### config.mk
export PLATFORM = sky130hd
export DESIGN_NAME = pll_settle_seq
export DESIGN_NICKNAME = d
export VERILOG_FILES = /design/src/rtl/pllseq_pkg.sv /design/src/rtl/pllseq_tick_div.sv /design/src/rtl/pllseq_seq_fsm.sv /design/src/rtl/pllseq_lock_merge.sv /design/src/rtl/pll_settle_seq.sv
export SDC_FILE = /design/constraint.sdc
export NUM_CORES = 1
export LEC_CHECK = 0
export BUFFER_PORTS_ARGS = -buffer_cell sky130_fd_sc_hd__buf_2
export CAP_MARGIN = 30
export CORE_AREA = 2 2 131 133
export CTS_BUF_LIST = sky130_fd_sc_hd__clkbuf_8
export CTS_CLUSTER_DIAMETER = 150
export DETAILED_ROUTE_END_ITERATION = 8
export DIE_AREA = 0 0 133 135
export SLEW_MARGIN = 20
export SYNTH_ARGS = -nofsm -noshare
export SYNTH_HDL_FRONTEND = slang
export SYNTH_SLANG_ARGS = --single-unit
export TNS_END_PERCENT = 20
### constraint.sdc
create_clock -name clk -period 3.85 [get_ports clk]
set_input_delay 0.77 -clock clk [delete_from_list [all_inputs] [get_ports clk]]
set_output_delay 0.77 -clock clk [all_outputs]
set_load 0.01 [all_outputs]
### src/rtl/pllseq_pkg.sv
package pllseq_pkg;

   typedef enum logic [1:0] {
      PH_IDLE   = 2'b00,
      PH_TUNE   = 2'b01,
      PH_SETTLE = 2'b10,
      PH_LOCK   = 2'b11
   } phase_e;

   localparam int GAIN_W = 2;

   // smallest usable divider value for each gain code
   localparam int R_MIN_TAB [4] = '{7, 8, 10, 14};

endpackage

### src/rtl/pllseq_tick_div.sv
module pllseq_tick_div
   import pllseq_pkg::*;
#(
   parameter int R_W          = 13,
   parameter bit USE_PRESCALE = 1'b1
) (
   input  logic              clk,
   input  logic              rst_n,
   input  logic              clear,
   input  logic              ref_en,
   input  logic              half_rate,
   input  logic [R_W-1:0]    r_val,
   input  logic [GAIN_W-1:0] gain,
   output logic              tick
);

   logic [R_W-1:0] r_min;
   logic [R_W-1:0] r_eff;
   logic [R_W-1:0] cnt;
   logic           beat;
   logic           last;

   // raise a too-small divider to the floor for its gain code
   always_comb begin
      r_min = R_W'(R_MIN_TAB[gain]);
      r_eff = (r_val < r_min) ? r_min : r_val;
   end

   generate
      if (USE_PRESCALE) begin : g_pre
         logic half_ph;
         always_ff @(posedge clk or negedge rst_n) begin
            if (!rst_n)                  half_ph <= 1'b0;
            else if (clear || !half_rate) half_ph <= 1'b0;
            else if (ref_en)             half_ph <= ~half_ph;
         end
         assign beat = ref_en & (~half_rate | half_ph);
      end else begin : g_nopre
         assign beat = ref_en;
      end
   endgenerate

   assign last = (cnt >= r_eff - R_W'(1));
   assign tick = beat & last & ~clear;

   always_ff @(posedge clk or negedge rst_n) begin
      if (!rst_n)      cnt <= '0;
      else if (clear)  cnt <= '0;
      else if (beat)   cnt <= last ? '0 : cnt + R_W'(1);
   end

   // without a beat the divider holds its count
   a_r2_hold_without_beat: assert property (@(posedge clk) disable iff (!rst_n)
      (!beat && !clear) |=> $stable(cnt));

   // every tick starts a fresh period
   a_r2_wrap_after_tick: assert property (@(posedge clk) disable iff (!rst_n)
      tick |=> (cnt == '0));

endmodule

### src/rtl/pllseq_seq_fsm.sv
module pllseq_seq_fsm
   import pllseq_pkg::*;
#(
   parameter int TUNE_TICKS   = 13,
   parameter int SETTLE_TICKS = 25
) (
   input  logic       clk,
   input  logic       rst_n,
   input  logic       enable,
   input  logic       restart,
   input  logic       tick,
   output logic [1:0] phase_o,
   output logic       ready,
   output logic       div_clear
);

   localparam int MAXT = (TUNE_TICKS > SETTLE_TICKS) ? TUNE_TICKS : SETTLE_TICKS;
   localparam int CW   = $clog2(MAXT + 1);

   phase_e        state, state_nx;
   logic [CW-1:0] tcnt, tcnt_nx;

   always_comb begin
      state_nx = state;
      tcnt_nx  = tcnt;
      if (!enable) begin
         state_nx = PH_IDLE;
         tcnt_nx  = '0;
      end else if (restart) begin
         state_nx = PH_TUNE;
         tcnt_nx  = '0;
      end else begin
         unique case (state)
            PH_IDLE: begin
               state_nx = PH_TUNE;
               tcnt_nx  = '0;
            end
            PH_TUNE: if (tick) begin
               if (tcnt == CW'(TUNE_TICKS - 1)) begin
                  state_nx = PH_SETTLE;
                  tcnt_nx  = '0;
               end else begin
                  tcnt_nx = tcnt + CW'(1);
               end
            end
            PH_SETTLE: if (tick) begin
               if (tcnt == CW'(SETTLE_TICKS - 1)) begin
                  state_nx = PH_LOCK;
                  tcnt_nx  = '0;
               end else begin
                  tcnt_nx = tcnt + CW'(1);
               end
            end
            PH_LOCK: tcnt_nx = '0;
            default: begin
               state_nx = PH_IDLE;
               tcnt_nx  = '0;
            end
         endcase
      end
   end

   always_ff @(posedge clk or negedge rst_n) begin
      if (!rst_n) begin
         state <= PH_IDLE;
         tcnt  <= '0;
      end else begin
         state <= state_nx;
         tcnt  <= tcnt_nx;
      end
   end

   assign phase_o   = state;
   assign ready     = (state == PH_LOCK);
   assign div_clear = ~enable | restart | (state == PH_IDLE);

   // disable forces idle on the next edge
   a_r8_off_to_idle: assert property (@(posedge clk) disable iff (!rst_n)
      !enable |=> (phase_o == 2'b00 && !ready));

   // a change pulse on an enabled loop restarts self-tune
   a_r7_restart_tune: assert property (@(posedge clk) disable iff (!rst_n)
      (enable && restart) |=> (phase_o == 2'b01 && !ready));

   // ready only rises out of the settle phase
   a_r6_ready_from_settle: assert property (@(posedge clk) disable iff (!rst_n)
      $rose(ready) |-> ($past(phase_o) == 2'b10));

   // tune never jumps straight to lock
   a_r5_tune_no_skip: assert property (@(posedge clk) disable iff (!rst_n)
      (phase_o == 2'b01) |=> (phase_o != 2'b11));

   // without a tick an active loop keeps its phase
   a_r2_phase_needs_tick: assert property (@(posedge clk) disable iff (!rst_n)
      (enable && !restart && !tick && phase_o != 2'b00) |=> $stable(phase_o));

endmodule

### src/rtl/pllseq_lock_merge.sv
module pllseq_lock_merge
   import pllseq_pkg::*;
#(
   parameter int N_LOOPS = 3
) (
   input  logic [N_LOOPS-1:0][1:0] phases,
   input  logic [N_LOOPS-1:0]      near_limit,
   output logic                    lock_det_n
);

   logic [N_LOOPS-1:0] tuning;
   logic [N_LOOPS-1:0] edge_hit;

   generate
      for (genvar g = 0; g < N_LOOPS; g++) begin : g_lp
         assign tuning[g]   = (phases[g] == PH_TUNE);
         assign edge_hit[g] = near_limit[g] & (phases[g] != PH_IDLE);
      end
   endgenerate

   assign lock_det_n = (|tuning) | (|edge_hit);

endmodule

### src/rtl/pll_settle_seq.sv
module pll_settle_seq
   import pllseq_pkg::*;
#(
   parameter int N_LOOPS      = 3,
   parameter int R_W          = 13,
   parameter int TUNE_TICKS   = 13,
   parameter int SETTLE_TICKS = 25,
   parameter bit USE_PRESCALE = 1'b1
) (
   input  logic                         clk,
   input  logic                         rst_n,
   input  logic                         ref_en,
   input  logic                         half_rate,
   input  logic [N_LOOPS-1:0]           loop_en,
   input  logic [N_LOOPS-1:0]           reprog,
   input  logic [N_LOOPS-1:0][R_W-1:0]  r_val,
   input  logic [N_LOOPS-1:0][1:0]      gain,
   input  logic [N_LOOPS-1:0]           near_limit,
   output logic [N_LOOPS-1:0][1:0]      loop_phase,
   output logic [N_LOOPS-1:0]           ready,
   output logic                         lock_det_n
);

   generate
      if (N_LOOPS < 1)       begin : g_bad_n  $error("N_LOOPS must be at least 1"); end
      if (R_W < 4)           begin : g_bad_rw $error("R_W too small for minimum R"); end
      if (TUNE_TICKS < 1)    begin : g_bad_t  $error("TUNE_TICKS must be positive"); end
      if (SETTLE_TICKS < 1)  begin : g_bad_s  $error("SETTLE_TICKS must be positive"); end
   endgenerate

   logic [N_LOOPS-1:0] tick;
   logic [N_LOOPS-1:0] clr;

   generate
      for (genvar l = 0; l < N_LOOPS; l++) begin : g_loop
         pllseq_tick_div #(
            .R_W          (R_W),
            .USE_PRESCALE (USE_PRESCALE)
         ) u_div (
            .clk       (clk),
            .rst_n     (rst_n),
            .clear     (clr[l]),
            .ref_en    (ref_en),
            .half_rate (half_rate),
            .r_val     (r_val[l]),
            .gain      (gain[l]),
            .tick      (tick[l])
         );

         pllseq_seq_fsm #(
            .TUNE_TICKS   (TUNE_TICKS),
            .SETTLE_TICKS (SETTLE_TICKS)
         ) u_fsm (
            .clk       (clk),
            .rst_n     (rst_n),
            .enable    (loop_en[l]),
            .restart   (reprog[l]),
            .tick      (tick[l]),
            .phase_o   (loop_phase[l]),
            .ready     (ready[l]),
            .div_clear (clr[l])
         );
      end
   endgenerate

   pllseq_lock_merge #(.N_LOOPS(N_LOOPS)) u_merge (
      .phases     (loop_phase),
      .near_limit (near_limit),
      .lock_det_n (lock_det_n)
   );

   // a tuning loop always shows on the lock indicator
   a_r9_tune_flags_lock: assert property (@(posedge clk) disable iff (!rst_n)
      (loop_phase[0] == 2'b01) |-> lock_det_n);

   // nothing is ready right after reset release
   a_r1_quiet_after_reset: assert property (@(posedge clk)
      $rose(rst_n) |-> (ready == '0));

   // an enabled idle loop starts tuning on the next edge
   a_r4_start_tune: assert property (@(posedge clk) disable iff (!rst_n)
      (loop_en[0] && loop_phase[0] == 2'b00) |=> (loop_phase[0] == 2'b01));

endmodule

==> key figures <==
Worst setup path
  • Worst setup SP type: input port
  • Worst r2r src: g_loop[2].u_fsm.phase_o[0]
  • Setup CP Type: in2reg
  • Crit. Startpoint: gain[2]
  • Worst path slowest cell: and4bb_4
  • CP endpoint: g_loop[1].u_fsm.phase_o[0]
  • WP data required: slightly above 4 ns
  • Crit path cell chain: buf_8 -> inv_4 -> ha_4 -> ha_4 -> o21ai_4 -> o211ai_4 -> mux2i_2 -> ha_2 -> inv_2 -> nor3_2 -> o2111a_1 -> a21o_1 -> nand2_1 -> xor2_1 -> ha_1 -> nand2_2 -> nor2_4 -> and4bb_4 -> nor2_4 -> a22o_1 -> mux2i_1
  • Setup crit end kind: register
  • Reg-to-reg endpoint: g_loop[2].u_div.cnt[12]
  • CP peak stage delay: between 0.3 and 0.4 ns
  • R2R Setup Slk: 1.53 ns
  • Worst-path fanout max: 5
  • Reg2Reg Depth: 8
  • CP Data Arrival Time: roughly 4.2 ns

Clock network
  • Largest buffer count on any clock path: 2
  • Reg clk slew, reported paths: approximately 0.07 ns
  • H-Tree Depth: 3
  • Number of clock sinks: 63
  • Clk_lat worst skew: 0.35 ns
  • CTS Root Cell: clkbuf_8
  • CTS buffer count: 9
  • CTS tree: built

Finish
  • Core Util, Final: a little under half
  • Ant diodes: 0
  • Fillers: ~1,600
  • Share of layout cells above drive strength 1: between 30% and 40%
  • Area Growth Syn to Fin: 35.4%
  • Nets: 971

Die
  • Top-Level Pins: 68
  • Die width: roughly 130 um
  • Row cnt: between 40 and 50
  • Die area: 18,000 um2
  • Initial core utilization: 34.7%
  • Die height: approximately 140 um
  • Core area: 16,400 um2

STA
  • Crit share post-route: 104%
  • Fmax: between 200 and 300 MHz
  • Minimum clock period: roughly 4.0 ns
  • Hold Violations, Final: 0
  • Slack of the critical path: -0.149 ns
  • RSZ-0062 raised after global routing: true
  • Count of final setup violators: 31
  • Worst slew margin relative to its limit: 62.4%
  • Hold WS: about 0.35 ns
  • Final setup skew: around 0.014 ns
  • Actual slew at the worst max-slew pin: approximately 0.56 ns
  • Sum of negative setup slack: -1.78 ns
  • Slew Limit Fails: 0

Synthesis
  • Compound-Gate Fraction of Synth Area: about 15%
  • Xor/xnor share of the synthesized area: between 8 and 9%
  • YS warnings: 0
  • Most instantiated cells after synthesis: ha_1, nor2_1, dfrtp_1
  • Post-synthesis sequential area ratio: between 20% and 30%
  • Adder-cell area share of the yosys netlist: approximately 17%
  • Proportion of synthesized area in mux cells: under 10%
  • Post-synth top flop: dfrtp_1
  • Synthesized Nets: approximately 800
  • Syn Area/Cell: 8.59 um2
  • Synth Register Bits: 63
  • Gate Count Post-Synth: between 600 and 700
  • Synth area leader: dfrtp_1
  • Top cell type's share of synthesized area: 27.7%
  • Count leader, synth: ha_1
  • Area contributors post-synth: dfrtp_1, ha_1, xnor2_1
  • Count of cell types in the netlist: between 60 and 70
  • Post-synth EDFFs: 0
  • Mapped Area: about 5700 um2
  • Ys async rst share: 100%
  • Main combinational cell family by area after synthesis: simple AND/OR/NAND/NOR gates
  • Synthesized-area fraction occupied by and/or/nand/nor cells: between 20% and 30%

Status
  • Outcome: complete, but fails checks
  • Violated checks: setup timing

GRT
  • Largest net degree at the start of global routing: about 40
  • Initial antenna violation count: 0
  • Gr ovfl total: 0
  • Global-route wire length before repair: ~23,000 um
  • Vias in the first global route: roughly 4,900
  • Gr usage total: between 15 and 20%

Routing
  • DR pass1 iterations: 4
  • Vias: 5,307
  • Vias per Instance: between 5 and 6
  • 1st-iter DRT viols: around 260
  • Final ANT Viol Nets: 0
  • DRC: 0
  • Drt total wl: 14,100 um
  • WL per Instance: about 13 um

Pwr
  • Power Density: ~260 nW/um2
  • Leakage: 3.47 nW
  • Total power: a little under 2 mW
  • Max VDD drop: 0.000170 V

Place
  • Detailed Place HPWL: approximately 11,000 um
  • GPL Wtd Cong: roughly 0.8
  • Port Buf Inserts: 67
  • Pre-CTS worst setup slack: -0.698 ns

Flow run
  • MaxCap Viol Count: 0

Worst hold path
  • HP Class: in2async
power by group:
part	switching [mW]	internal, mW
Combinational	0.324	0.268
Clock	0.265	0.413
Sequential	0.0234	0.681
Total	0.612	1.36
worst min-delay path by stage:
stage | startpoint | endpoint | slack, ns | depth (start not counted)
2_1_floorplan | g_loop[0].u_fsm.tcnt[3] | g_loop[0].u_fsm.tcnt[3] | 0.46 | 1
3_3_place_gp | g_loop[0].u_fsm.tcnt[3] | g_loop[0].u_fsm.tcnt[3] | 0.51 | 1
3_5_place_dp | g_loop[0].u_fsm.tcnt[3] | g_loop[0].u_fsm.tcnt[3] | 0.50 | 1
4_1_cts | g_loop[0].u_fsm.tcnt[3] | g_loop[0].u_fsm.tcnt[3] | 0.51 | 1
5_1_grt | rst_n | g_loop[0].u_div.cnt[8] | 0.37 | 1
6_report | rst_n | g_loop[0].u_div.cnt[11] | 0.35 | 1
critical path, delay by kind of cell:
kind,cells,cell delay (ns)
buffers and inverters,3,0.21
adders and majority gates,4,1.01
AOI/OAI and AO/OA,5,0.90
muxes,2,0.41
and+or+nand+nor,6,0.77
xor gates and xnor gates,1,0.15
layout by cell type, fill, tap and decap left out, drive strengths merged, types with 15 or more instances in the layout:
cell,count
dfrtp,63
mux2i,16
o21ai,37
xnor2,31
inv,40
nand2b,15
ha,78
xor2,27
buf,166
a21oi,29
nor3,17
nand3,36
nand2,57
nor2,71
layout make-up:
type / count / area [um2] / area share, %
clock buffers: 12 / 165 / 2.14
inverters: 40 / 173 / 2.24
clock inverters: 3 / 65.1 / 0.843
repair buffers: 166 / 1140 / 14.8
flip-flops and latches: 63 / 1580 / 20.4
multi-input cells: 555 / 4320 / 56.0
well taps: 220 / 275 / 3.57
per-stage QoR:
step / cells / instance area [um2]
3_3_place_gp: 1029 / 7030
2_1_floorplan: 663 / 5820
6_report: 1059 / 7720
3_5_place_dp: 1029 / 7030
5_1_grt: 1059 / 7720
4_1_cts: 1053 / 7480
cells by family (layout without fill, tap and decap cells):
kind of cell	Yosys count	in the layout
AO/OA/AOI/OAI	131	131
XOR/XNOR	58	58
adder cells (fa/ha/maj)	78	78
buffers and inverters	45	221
flip-flops	63	63
multiplexers	18	18
AND/OR/NAND/NOR	270	270
what timing repair did:
action,4_1_cts,5_1_grt
hold buffers,0,0
pin swaps,35,32
buffers inserted,9,5
cloned,0,0
endpoints found under the setup margin,58,59
gates resized for setup,40,40
layer usage:
| metal | GRT usage (%) | vias up | share of wire, % |
|---|---|---|---|
| met5 | 0 | - | 0 |
| met4 | 3.23 | 0 | 0.72 |
| met3 | 3.08 | 8 | 3.6 |
| met2 | 25.9 | 81 | 47 |
| met1 | 21.7 | 2506 | 49 |
| li1 | - | 2712 | - |
sequential cells by signal, indices dropped and copies added, names as in the netlist:
signal                      count
g_loop.u_div.cnt               39
g_loop.u_fsm.tcnt              15
g_loop.u_fsm.phase_o            6
g_loop.u_div.g_pre.half_ph      3
Power figures use the tool's default switching activity.
